File: src/rtl/motor_start_pkg.sv
// Package: shared state encoding and handoff threshold decode for the
// startup sequencer. Assumes frequencies are expressed in half-hertz units.
package motor_start_pkg;

    typedef enum logic [2:0] {
        ST_IDLE   = 3'd0,
        ST_ISD    = 3'd1,
        ST_ALIGN  = 3'd2,
        ST_OPEN   = 3'd3,
        ST_CLOSED = 3'd4
    } start_state_e;

    localparam int THRESH_W        = 9;
    localparam int HALF_HZ_PER_STEP = 25;   // 12.5 Hz per code step
    localparam int CODE0_THRESH     = 175;  // 87.5 Hz for code zero

    // Decode the 4-bit code into a handoff threshold in half-hertz units.
    function automatic logic [THRESH_W-1:0] handoff_thresh(input logic [3:0] code);
        if (code == 4'd0)
            return THRESH_W'(CODE0_THRESH);
        else
            return THRESH_W'({5'd0, code} * THRESH_W'(HALF_HZ_PER_STEP));
    endfunction

endpackage

File: src/rtl/isd_quiet_detect.sv
// Initial speed detect: synchronizes the two comparator inputs, finds rising
// edges on either one, and reports when QUIET_CYC consecutive cycles have
// passed without an edge. Assumes clear_i is held while not detecting.
module isd_quiet_detect #(
    parameter int QUIET_CYC   = 64,
    parameter int SYNC_STAGES = 2
) (
    input  logic clk,
    input  logic rst_n,
    input  logic clear_i,
    input  logic cmp_a,
    input  logic cmp_b,
    output logic quiet_o
);
    localparam int CW = $clog2(QUIET_CYC + 1);
    localparam logic [CW-1:0] LAST = CW'(QUIET_CYC - 1);

    logic [1:0] cmp_raw;
    logic [1:0] cmp_sync;
    logic [1:0] cmp_prev;
    logic       rise;
    logic [CW-1:0] quiet_cnt;

    assign cmp_raw = {cmp_b, cmp_a};

    generate
        for (genvar g = 0; g < 2; g++) begin : g_sync
            logic [SYNC_STAGES-1:0] chain;
            // Bring one asynchronous comparator into the clock domain.
            always_ff @(posedge clk) begin
                if (!rst_n)
                    chain <= '0;
                else
                    chain <= {chain[SYNC_STAGES-2:0], cmp_raw[g]};
            end
            assign cmp_sync[g] = chain[SYNC_STAGES-1];
        end
    endgenerate

    // Remember the previous synchronized level for edge detection.
    always_ff @(posedge clk) begin
        if (!rst_n)
            cmp_prev <= '0;
        else
            cmp_prev <= cmp_sync;
    end

    assign rise = |(cmp_sync & ~cmp_prev);

    // Count cycles since the last rising edge, saturating at the window end.
    always_ff @(posedge clk) begin
        if (!rst_n || clear_i || rise)
            quiet_cnt <= '0;
        else if (quiet_cnt != LAST)
            quiet_cnt <= quiet_cnt + 1'b1;
    end

    assign quiet_o = !clear_i && !rise && (quiet_cnt == LAST);

endmodule

File: src/rtl/align_ramp.sv
// Align stage timing: raises the align duty by one LSB every STEP_CYC cycles
// up to half scale, and flags the last cycle of an ALIGN_CYC long stage.
// Assumes ALIGN_CYC covers the full ramp and clear_i is held outside align.
module align_ramp #(
    parameter int DUTY_W    = 9,
    parameter int STEP_CYC  = 4,
    parameter int ALIGN_CYC = 4096
) (
    input  logic              clk,
    input  logic              rst_n,
    input  logic              clear_i,
    output logic [DUTY_W-1:0] duty_o,
    output logic              done_o
);
    localparam int SW = $clog2(STEP_CYC + 1);
    localparam int AW = $clog2(ALIGN_CYC + 1);
    localparam logic [SW-1:0] STEP_LAST  = SW'(STEP_CYC - 1);
    localparam logic [AW-1:0] ALIGN_LAST = AW'(ALIGN_CYC - 1);
    localparam logic [DUTY_W-1:0] HALF   = DUTY_W'(1) << (DUTY_W - 1);

    logic [SW-1:0] step_cnt;
    logic [AW-1:0] align_cnt;

    // Track total time spent in the align stage.
    always_ff @(posedge clk) begin
        if (!rst_n || clear_i)
            align_cnt <= '0;
        else if (align_cnt != ALIGN_LAST)
            align_cnt <= align_cnt + 1'b1;
    end

    // Step the duty upward on each step period until half scale is reached.
    always_ff @(posedge clk) begin
        if (!rst_n || clear_i) begin
            step_cnt <= '0;
            duty_o   <= '0;
        end else if (step_cnt == STEP_LAST) begin
            step_cnt <= '0;
            if (duty_o != HALF)
                duty_o <= duty_o + 1'b1;
        end else begin
            step_cnt <= step_cnt + 1'b1;
        end
    end

    assign done_o = !clear_i && (align_cnt == ALIGN_LAST);

endmodule

File: src/rtl/handoff_detect.sv
// Handoff threshold: decodes the configuration code and reports when the
// open-loop frequency is at or above it. Assumes FREQ_W holds 375.
module handoff_detect
    import motor_start_pkg::*;
#(
    parameter int FREQ_W = 12
) (
    input  logic [3:0]        code_i,
    input  logic [FREQ_W-1:0] freq_i,
    output logic              reached_o
);
    logic [THRESH_W-1:0] thresh;
    logic [FREQ_W-1:0]   thresh_ext;

    // Decode the threshold and compare against the live frequency.
    always_comb begin
        thresh     = handoff_thresh(code_i);
        thresh_ext = FREQ_W'(thresh);
        reached_o  = (freq_i >= thresh_ext);
    end

endmodule

File: src/rtl/comm_sector.sv
// Commutation sector counter: captures the direction while idle and steps a
// six-sector index forward or backward on each enabled tick.
module comm_sector (
    input  logic       clk,
    input  logic       rst_n,
    input  logic       idle_i,
    input  logic       dir_i,
    input  logic       advance_i,
    output logic [2:0] sector_o
);
    localparam logic [2:0] LAST_SEC = 3'd5;

    logic dir_q;

    // Hold the direction captured during idle for the whole run.
    always_ff @(posedge clk) begin
        if (!rst_n)
            dir_q <= 1'b0;
        else if (idle_i)
            dir_q <= dir_i;
    end

    // Move the sector index in the captured direction.
    always_ff @(posedge clk) begin
        if (!rst_n || idle_i)
            sector_o <= '0;
        else if (advance_i) begin
            if (!dir_q)
                sector_o <= (sector_o == LAST_SEC) ? 3'd0 : sector_o + 3'd1;
            else
                sector_o <= (sector_o == 3'd0) ? LAST_SEC : sector_o - 3'd1;
        end
    end

endmodule

File: src/rtl/motor_start_seq.sv
// Startup sequencer top: steps through idle, speed detect, align, open loop
// and closed loop; drives phase enables and align duties and strobes the
// handoff. Assumes the open-loop generator supplies frequency and step ticks.
module motor_start_seq
    import motor_start_pkg::*;
#(
    parameter int ISD_QUIET_CYC = 4_000_000,
    parameter int RAMP_STEP_CYC = 58_594,
    parameter int ALIGN_CYC     = 32_000_000,
    parameter int DUTY_W        = 9,
    parameter int FREQ_W        = 12
) (
    input  logic              clk,
    input  logic              rst_n,
    input  logic              run_en,
    input  logic              cmp_a,
    input  logic              cmp_b,
    input  logic [3:0]        cfg_code,
    input  logic              dir_rev,
    input  logic [FREQ_W-1:0] ol_freq,
    input  logic              step_tick,
    output logic [2:0]        state_o,
    output logic [DUTY_W-1:0] duty_u,
    output logic [DUTY_W-1:0] duty_v,
    output logic [DUTY_W-1:0] duty_w,
    output logic              en_u,
    output logic              en_v,
    output logic              en_w,
    output logic              handoff_o,
    output logic [2:0]        sector_o
);
    start_state_e      cur_q, nxt;
    logic              quiet, align_done, freq_reached;
    logic              driving;
    logic [DUTY_W-1:0] ramp_duty;

    isd_quiet_detect #(.QUIET_CYC(ISD_QUIET_CYC), .SYNC_STAGES(2)) isd_i (
        .clk(clk), .rst_n(rst_n), .clear_i(cur_q != ST_ISD),
        .cmp_a(cmp_a), .cmp_b(cmp_b), .quiet_o(quiet)
    );

    align_ramp #(.DUTY_W(DUTY_W), .STEP_CYC(RAMP_STEP_CYC), .ALIGN_CYC(ALIGN_CYC)) ramp_i (
        .clk(clk), .rst_n(rst_n), .clear_i(cur_q != ST_ALIGN),
        .duty_o(ramp_duty), .done_o(align_done)
    );

    handoff_detect #(.FREQ_W(FREQ_W)) hand_i (
        .code_i(cfg_code), .freq_i(ol_freq), .reached_o(freq_reached)
    );

    comm_sector sect_i (
        .clk(clk), .rst_n(rst_n), .idle_i(cur_q == ST_IDLE), .dir_i(dir_rev),
        .advance_i(step_tick && (cur_q == ST_OPEN || cur_q == ST_CLOSED)),
        .sector_o(sector_o)
    );

    // Choose the next sequencer state; a dropped enable always wins.
    always_comb begin
        nxt = cur_q;
        if (!run_en)
            nxt = ST_IDLE;
        else begin
            case (cur_q)
                ST_IDLE:   nxt = ST_ISD;
                ST_ISD:    if (quiet)        nxt = ST_ALIGN;
                ST_ALIGN:  if (align_done)   nxt = ST_OPEN;
                ST_OPEN:   if (freq_reached) nxt = ST_CLOSED;
                ST_CLOSED: nxt = ST_CLOSED;
                default:   nxt = ST_IDLE;
            endcase
        end
    end

    // Register the state and the one-cycle handoff strobe.
    always_ff @(posedge clk) begin
        if (!rst_n) begin
            cur_q     <= ST_IDLE;
            handoff_o <= 1'b0;
        end else begin
            cur_q     <= nxt;
            handoff_o <= run_en && (cur_q == ST_OPEN) && freq_reached;
        end
    end

    // Map the state onto phase enables and align duties.
    always_comb begin
        driving = (cur_q == ST_ALIGN) || (cur_q == ST_OPEN) || (cur_q == ST_CLOSED);
        en_u    = driving;
        en_v    = driving;
        en_w    = driving;
        duty_u  = '0;
        duty_v  = (cur_q == ST_ALIGN) ? ramp_duty : '0;
        duty_w  = (cur_q == ST_ALIGN) ? ramp_duty : '0;
        state_o = cur_q;
    end

endmodule

File: config.mk
export PLATFORM = sky130hd
export DESIGN_NAME = motor_start_seq
export DESIGN_NICKNAME = d
export VERILOG_FILES = /design/src/rtl/motor_start_pkg.sv /design/src/rtl/isd_quiet_detect.sv /design/src/rtl/align_ramp.sv /design/src/rtl/handoff_detect.sv /design/src/rtl/comm_sector.sv /design/src/rtl/motor_start_seq.sv
export SDC_FILE = /design/constraint.sdc
export NUM_CORES = 1
export LEC_CHECK = 0
export BUFFER_PORTS_ARGS = -buffer_cell sky130_fd_sc_hd__buf_2
export CORE_MARGIN = 2
export CORE_UTILIZATION = 52
export CTS_CLUSTER_DIAMETER = 120
export DETAILED_ROUTE_END_ITERATION = 8
export PLACE_DENSITY_LB_ADDON = 0.3
export RECOVER_POWER = 50
export SLEW_MARGIN = 20
export SYNTH_ARGS = -nofsm -noshare
export SYNTH_HDL_FRONTEND = slang
export SYNTH_SLANG_ARGS = --single-unit
File: constraint.sdc
create_clock -name clk -period 2.8 [get_ports clk]
set_input_delay 0.56 -clock clk [delete_from_list [all_inputs] [get_ports clk]]
set_output_delay 0.56 -clock clk [all_outputs]
set_load 0.01 [all_outputs]
---- Word level (Yosys, flattened, before mapping) ----
Index checks and enable logic that the tools add are counted.
storage, ports and cells
  register bits ........................... 86
  bits of input ports ..................... 23
  output and inout port bits .............. 37
cells by class
  add/sub/neg operators ................... 6
  $mul .................................... 1
  magnitude comparators ................... 1
  equality and inequality tests ........... 16
  muxes and demuxes ....................... 9
  bitwise operators ....................... 2
  reduce and logical (&&, ||, !) cells .... 25
operators by type and width
  operator               number
  $add 25x1->25 const B  1
  $eq 25x25->1 const B   1
  $ne 25x25->1 const B   1
  $add 22x1->22 const B  1
  $eq 22x22->1 const B   1
  $ne 22x22->1 const B   1
  $mux 3                 6
  $mux 9                 2
  $add 16x1->16 const B  1
  $eq 16x16->1 const B   1
  $pmux 3 s5             1
  $ge 12x9->1            1
  $add 9x1->9 const B    1
  $mul 4x5->9 const B    1
  $ne 9x9->1 const B     1
  $logic_or 1x1->1       7
  $eq 3x2->1 const B     2
  $eq 3x3->1 const B     2
  $logic_and 1x1->1      6
  $logic_not 3->1        2
  $logic_not 1->1        4
  $logic_not 4->1        1
  $ne 2x2->1 const B     2
  $reduce_and 2->1       2
  10 further kinds       11

---- Depth between registers and ports, before layout ----
Gate-level depths: netlist (run 1).
  depth in word-level cells ............... 8
  mapped depth ............................ 14
  mapped depth without buffers ............ 14

---- Hierarchy ----
A second synthesis (run 1) with hierarchy kept.
unflattened totals
  cells, all modules ...................... 556
  area, all modules ....................... 4840.9 um^2
modules (own cells, without submodules)
  module            times used  cells each  area each (um^2)  seq. area each (um^2)
  align_ramp        1           267         2321.0            1001.0
  isd_quiet_detect  1           148         1367.6            560.5
  handoff_detect    1           58          479.2             0.0
  motor_start_seq   1           56          449.2             80.1
  comm_sector       1           27          224.0             80.1

---- Worst setup path after synthesis (run 1) ----
Ideal clock, no wire load.
  path type ............................... input-to-reg
  from .................................... input port cfg_code[0]
  to ...................................... register cur_q[0], in the netlist state_o[0]
  library setup time ...................... 0.115 ns
  data arrival time ....................... 2.907 ns
  data required time ...................... 2.685 ns
  path slack .............................. -0.222 ns
  cell stages on the path ................. 14
  cell sequence ........................... inv_1 -> ha_1 -> ha_1 -> inv_1 -> fa_1 -> inv_1 -> a31oi_1 -> xnor2_1 -> nand2_1 -> ha_1 -> nor4_1 -> nand3_1 -> o211a_1 -> a2111oi_0
between the ends
  word-level cells in the longest chain between the ends .. 5
  elaborated cells between the ends (all ways) .. 6
  classes of those cells .................. 1 x mul; 1 x order compare; 1 x eq/ne; 1 x mux; 2 x reduce/logical
RTL lines
  what                                            RTL line                                      RTL
  start: declaration                              motor_start_seq.sv:18                         input logic [3:0] cfg_code,
  $mul 4x5->9 or $logic_not 4->1 (tied branches)  motor_start_pkg.sv:22, motor_start_pkg.sv:19
  $mux 9 *                                        motor_start_pkg.sv:19                         if (code == 4'd0)
  $ge 12x9->1 *                                   handoff_detect.sv:19                          reached_o = (freq_i >= thresh_ext);
  $ne 2x2->1 (no source line) *                   -
  $reduce_and 3->1 (no source line) *             -
  end signal: assignment                          motor_start_seq.sv:80                         cur_q <= nxt;
  end: declaration                                motor_start_seq.sv:32                         start_state_e cur_q, nxt;
Mark *: on every way between the ends. The rest lies on a longest branch, timed or not.
A chain may end at the register's enable or synchronous reset.

---- Worst setup path after layout (run 1) ----
Same ends and word-level chain as after synthesis.

==> results of run 1 <==
==> cells in the mapped netlist (3+ instances only) <==
| master | count | area (um^2) |
|---|---|---|
| sky130_fd_sc_hd__o21ai_0 | 6 | 30.0 |
| sky130_fd_sc_hd__dfxtp_1 | 86 | 1720 |
| sky130_fd_sc_hd__xnor2_1 | 24 | 210 |
| sky130_fd_sc_hd__nor3_1 | 15 | 75.1 |
| sky130_fd_sc_hd__and2_1 | 18 | 113 |
| sky130_fd_sc_hd__a31oi_1 | 6 | 37.5 |
| sky130_fd_sc_hd__mux2i_1 | 5 | 50.1 |
| sky130_fd_sc_hd__nor4b_1 | 3 | 26.3 |
| sky130_fd_sc_hd__nand3b_1 | 3 | 22.5 |
| sky130_fd_sc_hd__and4_1 | 9 | 78.8 |
| sky130_fd_sc_hd__a21oi_1 | 14 | 70.1 |
| sky130_fd_sc_hd__nor4_1 | 7 | 43.8 |
| sky130_fd_sc_hd__o31ai_1 | 3 | 22.5 |
| sky130_fd_sc_hd__nor2_1 | 76 | 285 |
| sky130_fd_sc_hd__nand4_1 | 16 | 100 |
| sky130_fd_sc_hd__buf_4 | 20 | 150 |
| sky130_fd_sc_hd__clkbuf_1 | 16 | 60.1 |
| sky130_fd_sc_hd__or4_1 | 5 | 37.5 |
| sky130_fd_sc_hd__nand2_1 | 38 | 143 |
| sky130_fd_sc_hd__xor2_1 | 31 | 272 |
| sky130_fd_sc_hd__o211ai_1 | 5 | 37.5 |
| sky130_fd_sc_hd__and3_1 | 13 | 81.3 |
| sky130_fd_sc_hd__ha_1 | 27 | 338 |
| sky130_fd_sc_hd__nand2b_1 | 5 | 31.3 |
| sky130_fd_sc_hd__nand3_1 | 31 | 155 |
| sky130_fd_sc_hd__inv_1 | 17 | 63.8 |
==> kinds of logic after synthesis <==
family,Yosys count,share of synthesized area
simple gates,260,0.302
flops,86,0.373
buf+inv,56,0.0624
xor+xnor,55,0.104
compound gates,49,0.0692
fa+ha+maj,28,0.0776
mux,5,0.0108
other cells,1,0.000813
==> final cells by class <==
cell class                 instances  area [um^2]
timing repair buffer              64          352
fill                             788         3470
tap                              108          135
multi-input combinational        406         2740
sequential                        86         1720
clock buffer                      10          128
inverter                          17         66.3
clock inverter                     6         68.8
==> flip-flops by register name, summed over array words and instances, names as in the netlist <==
signal / flops
ramp_i.align_cnt: 25
isd_i.quiet_cnt: 22
ramp_i.step_cnt: 16
ramp_i.duty_o: 9
isd_i.g_sync.chain: 4
sect_i.sector_o: 3
state_o: 3
isd_i.cmp_prev: 2
handoff_o: 1
sect_i.dir_q: 1
==> timing repair <==
item | 4_1_cts | 5_1_grt
buffers inserted | 0 | 1
endpoints found under the setup margin | 0 | 1
resized for setup | 0 | 16
==> worst reg2reg max path, cell delays in order (launching register included) <==
cell	delay, ps
sky130_fd_sc_hd__dfxtp_1	490
sky130_fd_sc_hd__inv_1	160
sky130_fd_sc_hd__nor3_2	490
sky130_fd_sc_hd__nand2_1	370
sky130_fd_sc_hd__clkbuf_2	410
sky130_fd_sc_hd__o41ai_1	410
==> report_power, final <==
part	total [mW]	switching (mW)	internal (mW)
sequential	1.23	0.00594	1.23
clock	0.860	0.441	0.419
combinational	0.187	0.0913	0.0960
total	2.28	0.538	1.74
==> how the worst min path moves through the flow <==
stage / to / cells past startpoint
3_3_place_gp: isd_i.g_sync[1].chain[1] / 1
3_5_place_dp: isd_i.g_sync[0].chain[1] / 1
4_1_cts: isd_i.g_sync[0].chain[0] / 2
5_1_grt: isd_i.g_sync[0].chain[0] / 2
2_1_floorplan: isd_i.g_sync[0].chain[1] / 1
6_report: isd_i.g_sync[1].chain[0] / 2
==> per-layer routing <==
metal,part of all wire,wire length (um)
met5,0,0
met2,0.50,4640
met3,0.036,329
met4,0.011,99
met1,0.45,4190
==> stage by stage <==
stage	setup slack, ps	hold slack [ps]	std cells	utilization	instance area [um^2]
2_1_floorplan	3.37	412	548	-	4690
3_3_place_gp	-217	423	680	0.571	4950
3_5_place_dp	-316	428	680	0.571	4950
4_1_cts	32.1	403	696	0.593	5150
5_1_grt	4.55	391	697	0.601	5210
6_report	99.3	417	697	0.601	5210
==> Flow_metrics.wiki, run 1 <==
{| class="wikitable"
! Metric !! Value
|-
| Result of the run || finished, final reports clean
|-
| Share of the yosys chip area belonging to registers || 0.373
|-
| Antenna violations before repair || 0
|-
| Number of logic stages on the critical path including buffering || 14
|-
| Maximum fanout along the worst path || 3
|-
| Post-synthesis cell area || 4610 um^2
|-
| Total via count after detailed routing || 3784
|-
| Worst min-delay path category || input pin to flop
|-
| YS warnings || 0
|-
| Number of buffers inserted by hold repair at cts || 0
|-
| Antenna cell count || 0
|-
| Initial core utilization || 0.532
|-
| Clock tree from TritonCTS || done
|-
| Finish-stage setup viols || 0
|-
| DRC violation count after routing || 0
|-
| Number of cells on the worst reg-to-reg path || 5
|-
| Max-cap viol count || 0
|-
| TritonCTS sink count || 86
|-
| Worst endpoint data arrival time || 2940 ps
|-
| Final period util || 0.965
|-
| Number of H-tree branching levels || 3
|-
| R2r endpoint || ramp_i.align_cnt[5]
|-
| Detailed router's first-iteration violation count || 128
|-
| Overflow left after global routing || 0
|-
| Worst path required time || 3040 ps
|-
| Final critical-path required period || 2700 ps
|-
| Pwr Total || 2.28 mW
|-
| Number of buffers created by CTS || 9
|-
| Maximum root-to-sink buffer count || 2
|-
| Via count of the first global-routing pass || 3623
|-
| Half-perimeter wire length of the detailed placement result || 6720 um
|-
| Proportion of synthesized flip-flops having asynchronous set or reset || 0
|-
| Total wirelength of the detailed-routed design || 9260 um
|-
| Peak ir drop on the vdd network || 0.202 mV
|-
| Met1 usage in global routing || 0.245
|-
| Gate count of the mapped netlist || 540
|-
| Detailed-router iteration count before antenna repair || 5
|-
| Leading cell type in the layout, fill and taps excluded || sky130_fd_sc_hd__dfxtp_1
|-
| Destination of the critical timing path || state_o[0]
|-
| Busiest layer in global routing || met2
|-
| Routed WL per cell || 13.3 um
|-
| DIE AREA || 9640 um^2
|-
| Most used cells in the layout excluding fill and tap cells || 86 x sky130_fd_sc_hd__dfxtp_1, 76 x sky130_fd_sc_hd__nor2_1, 40 x sky130_fd_sc_hd__buf_2
|-
| RR Startpoint || state_o[1]
|-
| Final weighted congestion in routability-driven placement || 0.851
|-
| Clock slew seen by the registers of the worst setup and hold paths || 90 ps
|-
| Slew Viols, Final || 0
|-
| Input/output buffers || 50
|-
| #FFs+latches synth || 86
|-
| Clk Tree Root Cell || sky130_fd_sc_hd__clkbuf_8
|-
| Remaining antenna violation count after routing || 0
|-
| Clk Latency, worst-skew pair || 350 ps
|-
| Register-to-register path setup slack || 390 ps
|-
| Number of top-level design ports || 60
|-
| Synth cell types || 57
|-
| Static leakage || 1.96 nW
|-
| Crit. End Element || flop
|-
| Critical-path cell with the highest stage delay || sky130_fd_sc_hd__a2111oi_2
|-
| Via density per instance || 5.43
|-
| Number of cell rows || 34
|-
| Final hold vios || 0
|-
| Start point of the critical path || cfg_code[0]
|-
| Layout Nets || 635
|-
| Unrepaired setup endpoints after global routing || false
|-
| Worst Setup Start Kind || input pin
|-
| Fraction of layout instances using a drive strength above 1 || 0.160
|-
| Slew at the pin with the worst max-slew slack || 785 ps
|-
| Pwr dens || 438 nW/um^2
|-
| Cells traversed along the worst timing path || buf_6 -> buf_4 -> ha_2 -> ha_1 -> a21o_1 -> nand2_1 -> xnor2_1 -> a21oi_1 -> ha_1 -> a21o_1 -> nand2_1 -> nand3_1 -> o211a_1 -> a2111oi_2
|-
| Worst clock skew || 12.9 ps
|-
| Top delay family on crit path || compound AO/OA/AOI/OAI gates
|-
| Crit path buf inv count || 2
|-
| Die X || 98.2 um
|-
| Number of enable-type register cells in the synthesized netlist || 0
|-
| Largest stage delay on the critical path || 340 ps
|-
| Die H || 98.2 um
|-
| GRT Total Usage || 0.195
|-
| Max-Slew Margin vs Limit || 0.472
|-
| Hold path startpoint || cmp_b
|-
| Post-synthesis area per instance || 8.54 um^2
|-
| Total negative slack for setup checks || 0 ps
|-
| Routing usage on met3 || 0.0415
|-
| Pin count of the biggest net entering global routing || 23
|-
| Met2 demand-to-capacity share in global routing || 0.341
|-
| Synthesis-to-finish area growth || 13.0%
|-
| Placeable core area || 8680 um^2
|-
| Maximum frequency from static timing analysis || 0.370 GHz
|-
| Wire length of the first global-routing pass || 15900 um
|-
| Primary flip-flop cell chosen by synthesis mapping || sky130_fd_sc_hd__dfxtp_1
|-
| Critical path type || input pin to flop
|}
No activity file was read; power rests on OpenSTA's default activity.
==> inputs of run 2 (changes only) <==
--- a/config.mk
+++ b/config.mk
@@ -12,6 +12,7 @@
 export DETAILED_ROUTE_END_ITERATION = 8
 export PLACE_DENSITY_LB_ADDON = 0.3
 export RECOVER_POWER = 50
+export REMOVE_ABC_BUFFERS = 1
 export SLEW_MARGIN = 20
 export SYNTH_ARGS = -nofsm -noshare
 export SYNTH_HDL_FRONTEND = slang
==> Flow_metrics.wiki, run 2 (synthesized netlist as in run 1, its figures left out) <==
{| class="wikitable"
! Metric !! Value
|-
| Result of the run || finished, final reports clean (unchanged)
|-
| Number of cell rows || 34 (unchanged)
|-
| Crit. End Element || flop (unchanged)
|-
| Final weighted congestion in routability-driven placement || 0.858 (was 0.851)
|-
| Worst endpoint data arrival time || 3010 ps (was 2940 ps)
|-
| Clk Tree Root Cell || sky130_fd_sc_hd__clkbuf_8 (unchanged)
|-
| Total wirelength of the detailed-routed design || 9230 um (was 9260 um)
|-
| Maximum frequency from static timing analysis || 0.364 GHz (was 0.370 GHz)
|-
| DIE AREA || 9640 um^2 (unchanged)
|-
| Final critical-path required period || 2750 ps (was 2700 ps)
|-
| Max-cap viol count || 0 (unchanged)
|-
| Final period util || 0.983 (was 0.965)
|-
| Pin count of the biggest net entering global routing || 23 (unchanged)
|-
| Synthesis-to-finish area growth || 13.5% (was 13.0%)
|-
| Clk Latency, worst-skew pair || 360 ps (was 350 ps)
|-
| Initial core utilization || 0.532 (unchanged)
|-
| Worst clock skew || 17.6 ps (was 12.9 ps)
|-
| Worst min-delay path category || input pin to flop (unchanged)
|-
| Pwr Total || 2.23 mW (was 2.28 mW)
|-
| Most used cells in the layout excluding fill and tap cells || 86 x sky130_fd_sc_hd__dfxtp_1, 76 x sky130_fd_sc_hd__nor2_1, 36 x sky130_fd_sc_hd__nand2_1, 36 x sky130_fd_sc_hd__buf_2, 31 x sky130_fd_sc_hd__xor2_1 (was 86 x sky130_fd_sc_hd__dfxtp_1, 76 x sky130_fd_sc_hd__nor2_1, 40 x sky130_fd_sc_hd__buf_2)
|-
| Dpl ws || -579 ps (was -316 ps)
|-
| Static leakage || 1.96 nW (about the same)
|-
| Number of flip-flops under the largest register name || 25 (unchanged)
|-
| Maximum fanout along the worst path || 3 (unchanged)
|-
| TritonCTS sink count || 86 (unchanged)
|-
| Via density per instance || 5.41 (was 5.43)
|-
| Placeable core area || 8680 um^2 (unchanged)
|-
| Number of buffers inserted by hold repair at cts || 0 (unchanged)
|-
| Clock slew seen by the registers of the worst setup and hold paths || 90 ps (about the same)
|-
| Overflow left after global routing || 0 (unchanged)
|-
| Slew Viols, Final || 0 (unchanged)
|-
| Antenna violations before repair || 0 (unchanged)
|-
| Multi-input logic area || 2760 um^2 (was 2740 um^2)
|-
| Via count of the first global-routing pass || 3566 (was 3623)
|-
| Worst setup margin || 49.0 ps (was 99.3 ps)
|-
| Top register by number of flip-flops || ramp_i.align_cnt (unchanged)
|-
| Int Power || 1.68 mW (was 1.74 mW)
|-
| Number of standard cells in the final layout excluding fillers || 699 (was 697)
|-
| Clk network pwr share || 0.362 (was 0.377)
|-
| Clock tree from TritonCTS || done (unchanged)
|-
| Detailed router's first-iteration violation count || 133 (was 128)
|-
| Unrepaired setup endpoints after global routing || true (was false)
|-
| Worst Hold Margin || 414 ps (was 417 ps)
|-
| Leading cell type in the layout, fill and taps excluded || sky130_fd_sc_hd__dfxtp_1 (unchanged)
|-
| Final hold vios || 0 (unchanged)
|-
| Number of top-level design ports || 60 (unchanged)
|-
| Detailed-router iteration count before antenna repair || 4 (was 5)
|-
| GRT Total Usage || 0.193 (was 0.195)
|-
| Combinational share of power || 0.084 (was 0.082)
|-
| Post-placement cell count || 682 (was 680)
|-
| Worst path required time || 3060 ps (was 3040 ps)
|-
| Input/output buffers || 50 (unchanged)
|-
| Peak ir drop on the vdd network || 0.283 mV (was 0.202 mV)
|-
| Die H || 98.2 um (unchanged)
|-
| Maximum root-to-sink buffer count || 2 (unchanged)
|-
| Worst Setup Start Kind || input pin (unchanged)
|-
| Slew at the pin with the worst max-slew slack || 749 ps (was 785 ps)
|-
| Fraction of layout instances using a drive strength above 1 || 0.168 (was 0.160)
|-
| Number of H-tree branching levels || 3 (unchanged)
|-
| Remaining antenna violation count after routing || 0 (unchanged)
|-
| Die X || 98.2 um (unchanged)
|-
| Finish-stage setup viols || 0 (unchanged)
|-
| Antenna cell count || 0 (unchanged)
|-
| Critical path type || input pin to flop (unchanged)
|-
| Switching share of total power || 0.247 (was 0.236)
|-
| Routed WL per cell || 13.2 um (was 13.3 um)
|-
| Total area of sequential cells || 1720 um^2 (unchanged)
|-
| Pwr dens || 426 nW/um^2 (was 438 nW/um^2)
|-
| Max-Slew Margin vs Limit || 0.496 (was 0.472)
|-
| Fill cells || 802 (was 788)
|-
| Layout Nets || 637 (was 635)
|-
| DRC violation count after routing || 0 (unchanged)
|-
| Wire length of the first global-routing pass || 15700 um (was 15900 um)
|-
| Total via count after detailed routing || 3784 (unchanged)
|-
| Largest registers in the final layout || ramp_i.align_cnt (25), isd_i.quiet_cnt (22), ramp_i.step_cnt (16) (unchanged)
|-
| Number of buffers created by CTS || 9 (unchanged)
|-
| Half-perimeter wire length of the detailed placement result || 6690 um (was 6720 um)
|-
| Seq pwr share || 0.554 (was 0.541)
|-
| Psw || 0.550 mW (was 0.538 mW)
|}
-- run 2: cell types whose count changed in the layout (fill, tap and decap cells not counted), moves of 2 or more --
cell / change
sky130_fd_sc_hd__buf_2: -4
sky130_fd_sc_hd__nand2_1: -2
sky130_fd_sc_hd__and2_1: +2
sky130_fd_sc_hd__nand2_2: +2
sky130_fd_sc_hd__buf_4: +4
sky130_fd_sc_hd__and2_0: -2
sky130_fd_sc_hd__clkbuf_1: +2
-- run 2: final cells by class --
cell class	count	area share
inverter	17	0.0127
clock buffer	11	0.0270
multi-input combinational	406	0.526
sequential	86	0.329
timing repair buffer	66	0.0712
tap	108	0.0258
clock inverter	5	0.00812
-- run 2: what timing repair did --
action | in CTS | in global routing
resized for setup | 4 | 26
endpoints found under the setup margin | 1 | 2
setup buffers | 1 | 0
pin swaps | 5 | 13
-- run 2: through the flow --
step                      utilization  area, um^2  TNS, ps
after global placement          0.567        4920    -1000
final                           0.603        5240        0
after CTS                       0.591        5130        0
after detailed placement        0.567        4920    -1430
after floorplan                     -        4420     -222
after global routing            0.603        5240    -76.0
-- run 2: metal layers --
metal	wire length (um)	global-route usage	vias up
met5	0	0	-
met2	4540	0.331	46
met3	268	0.0415	10
met1	4310	0.242	1780
met4	110	0.0622	0
li1	-	-	1948
-- run 2: power groups by stage --
stage	clock [mW]	combinational (mW)	sequential [mW]
after floorplan	0	0.0905	1.26
after global placement	0	0.144	1.26
after detailed placement	0	0.150	1.26
after CTS	0.829	0.157	1.23
after global routing	0.884	0.211	1.24
final	0.807	0.188	1.23
-- run 2: path summary, 6_finish.rpt --
path,from,to,slack (ps),depth (start not counted)
setup / recovery,cfg_code[3],state_o[0],50,14
hold / removal,cmp_b,isd_i.g_sync[1].chain[0],410,2
setup reg to reg,ramp_i.step_cnt[2],ramp_i.duty_o[7],500,5
hold reg to reg,isd_i.g_sync[0].chain[0],isd_i.g_sync[0].chain[1],430,1
-- run 2: critical path, cell delays in order --
cell                        delay, ps
sky130_fd_sc_hd__buf_2            120
sky130_fd_sc_hd__inv_1             60
sky130_fd_sc_hd__ha_1             300
sky130_fd_sc_hd__ha_2             370
sky130_fd_sc_hd__buf_4            130
sky130_fd_sc_hd__nand2_2           60
sky130_fd_sc_hd__xnor2_2          130
sky130_fd_sc_hd__a21oi_2          110
sky130_fd_sc_hd__ha_1             250
sky130_fd_sc_hd__a21o_1           190
sky130_fd_sc_hd__nand2_2           70
sky130_fd_sc_hd__nand3_2           70
sky130_fd_sc_hd__o211a_1          240
sky130_fd_sc_hd__a2111oi_2        340
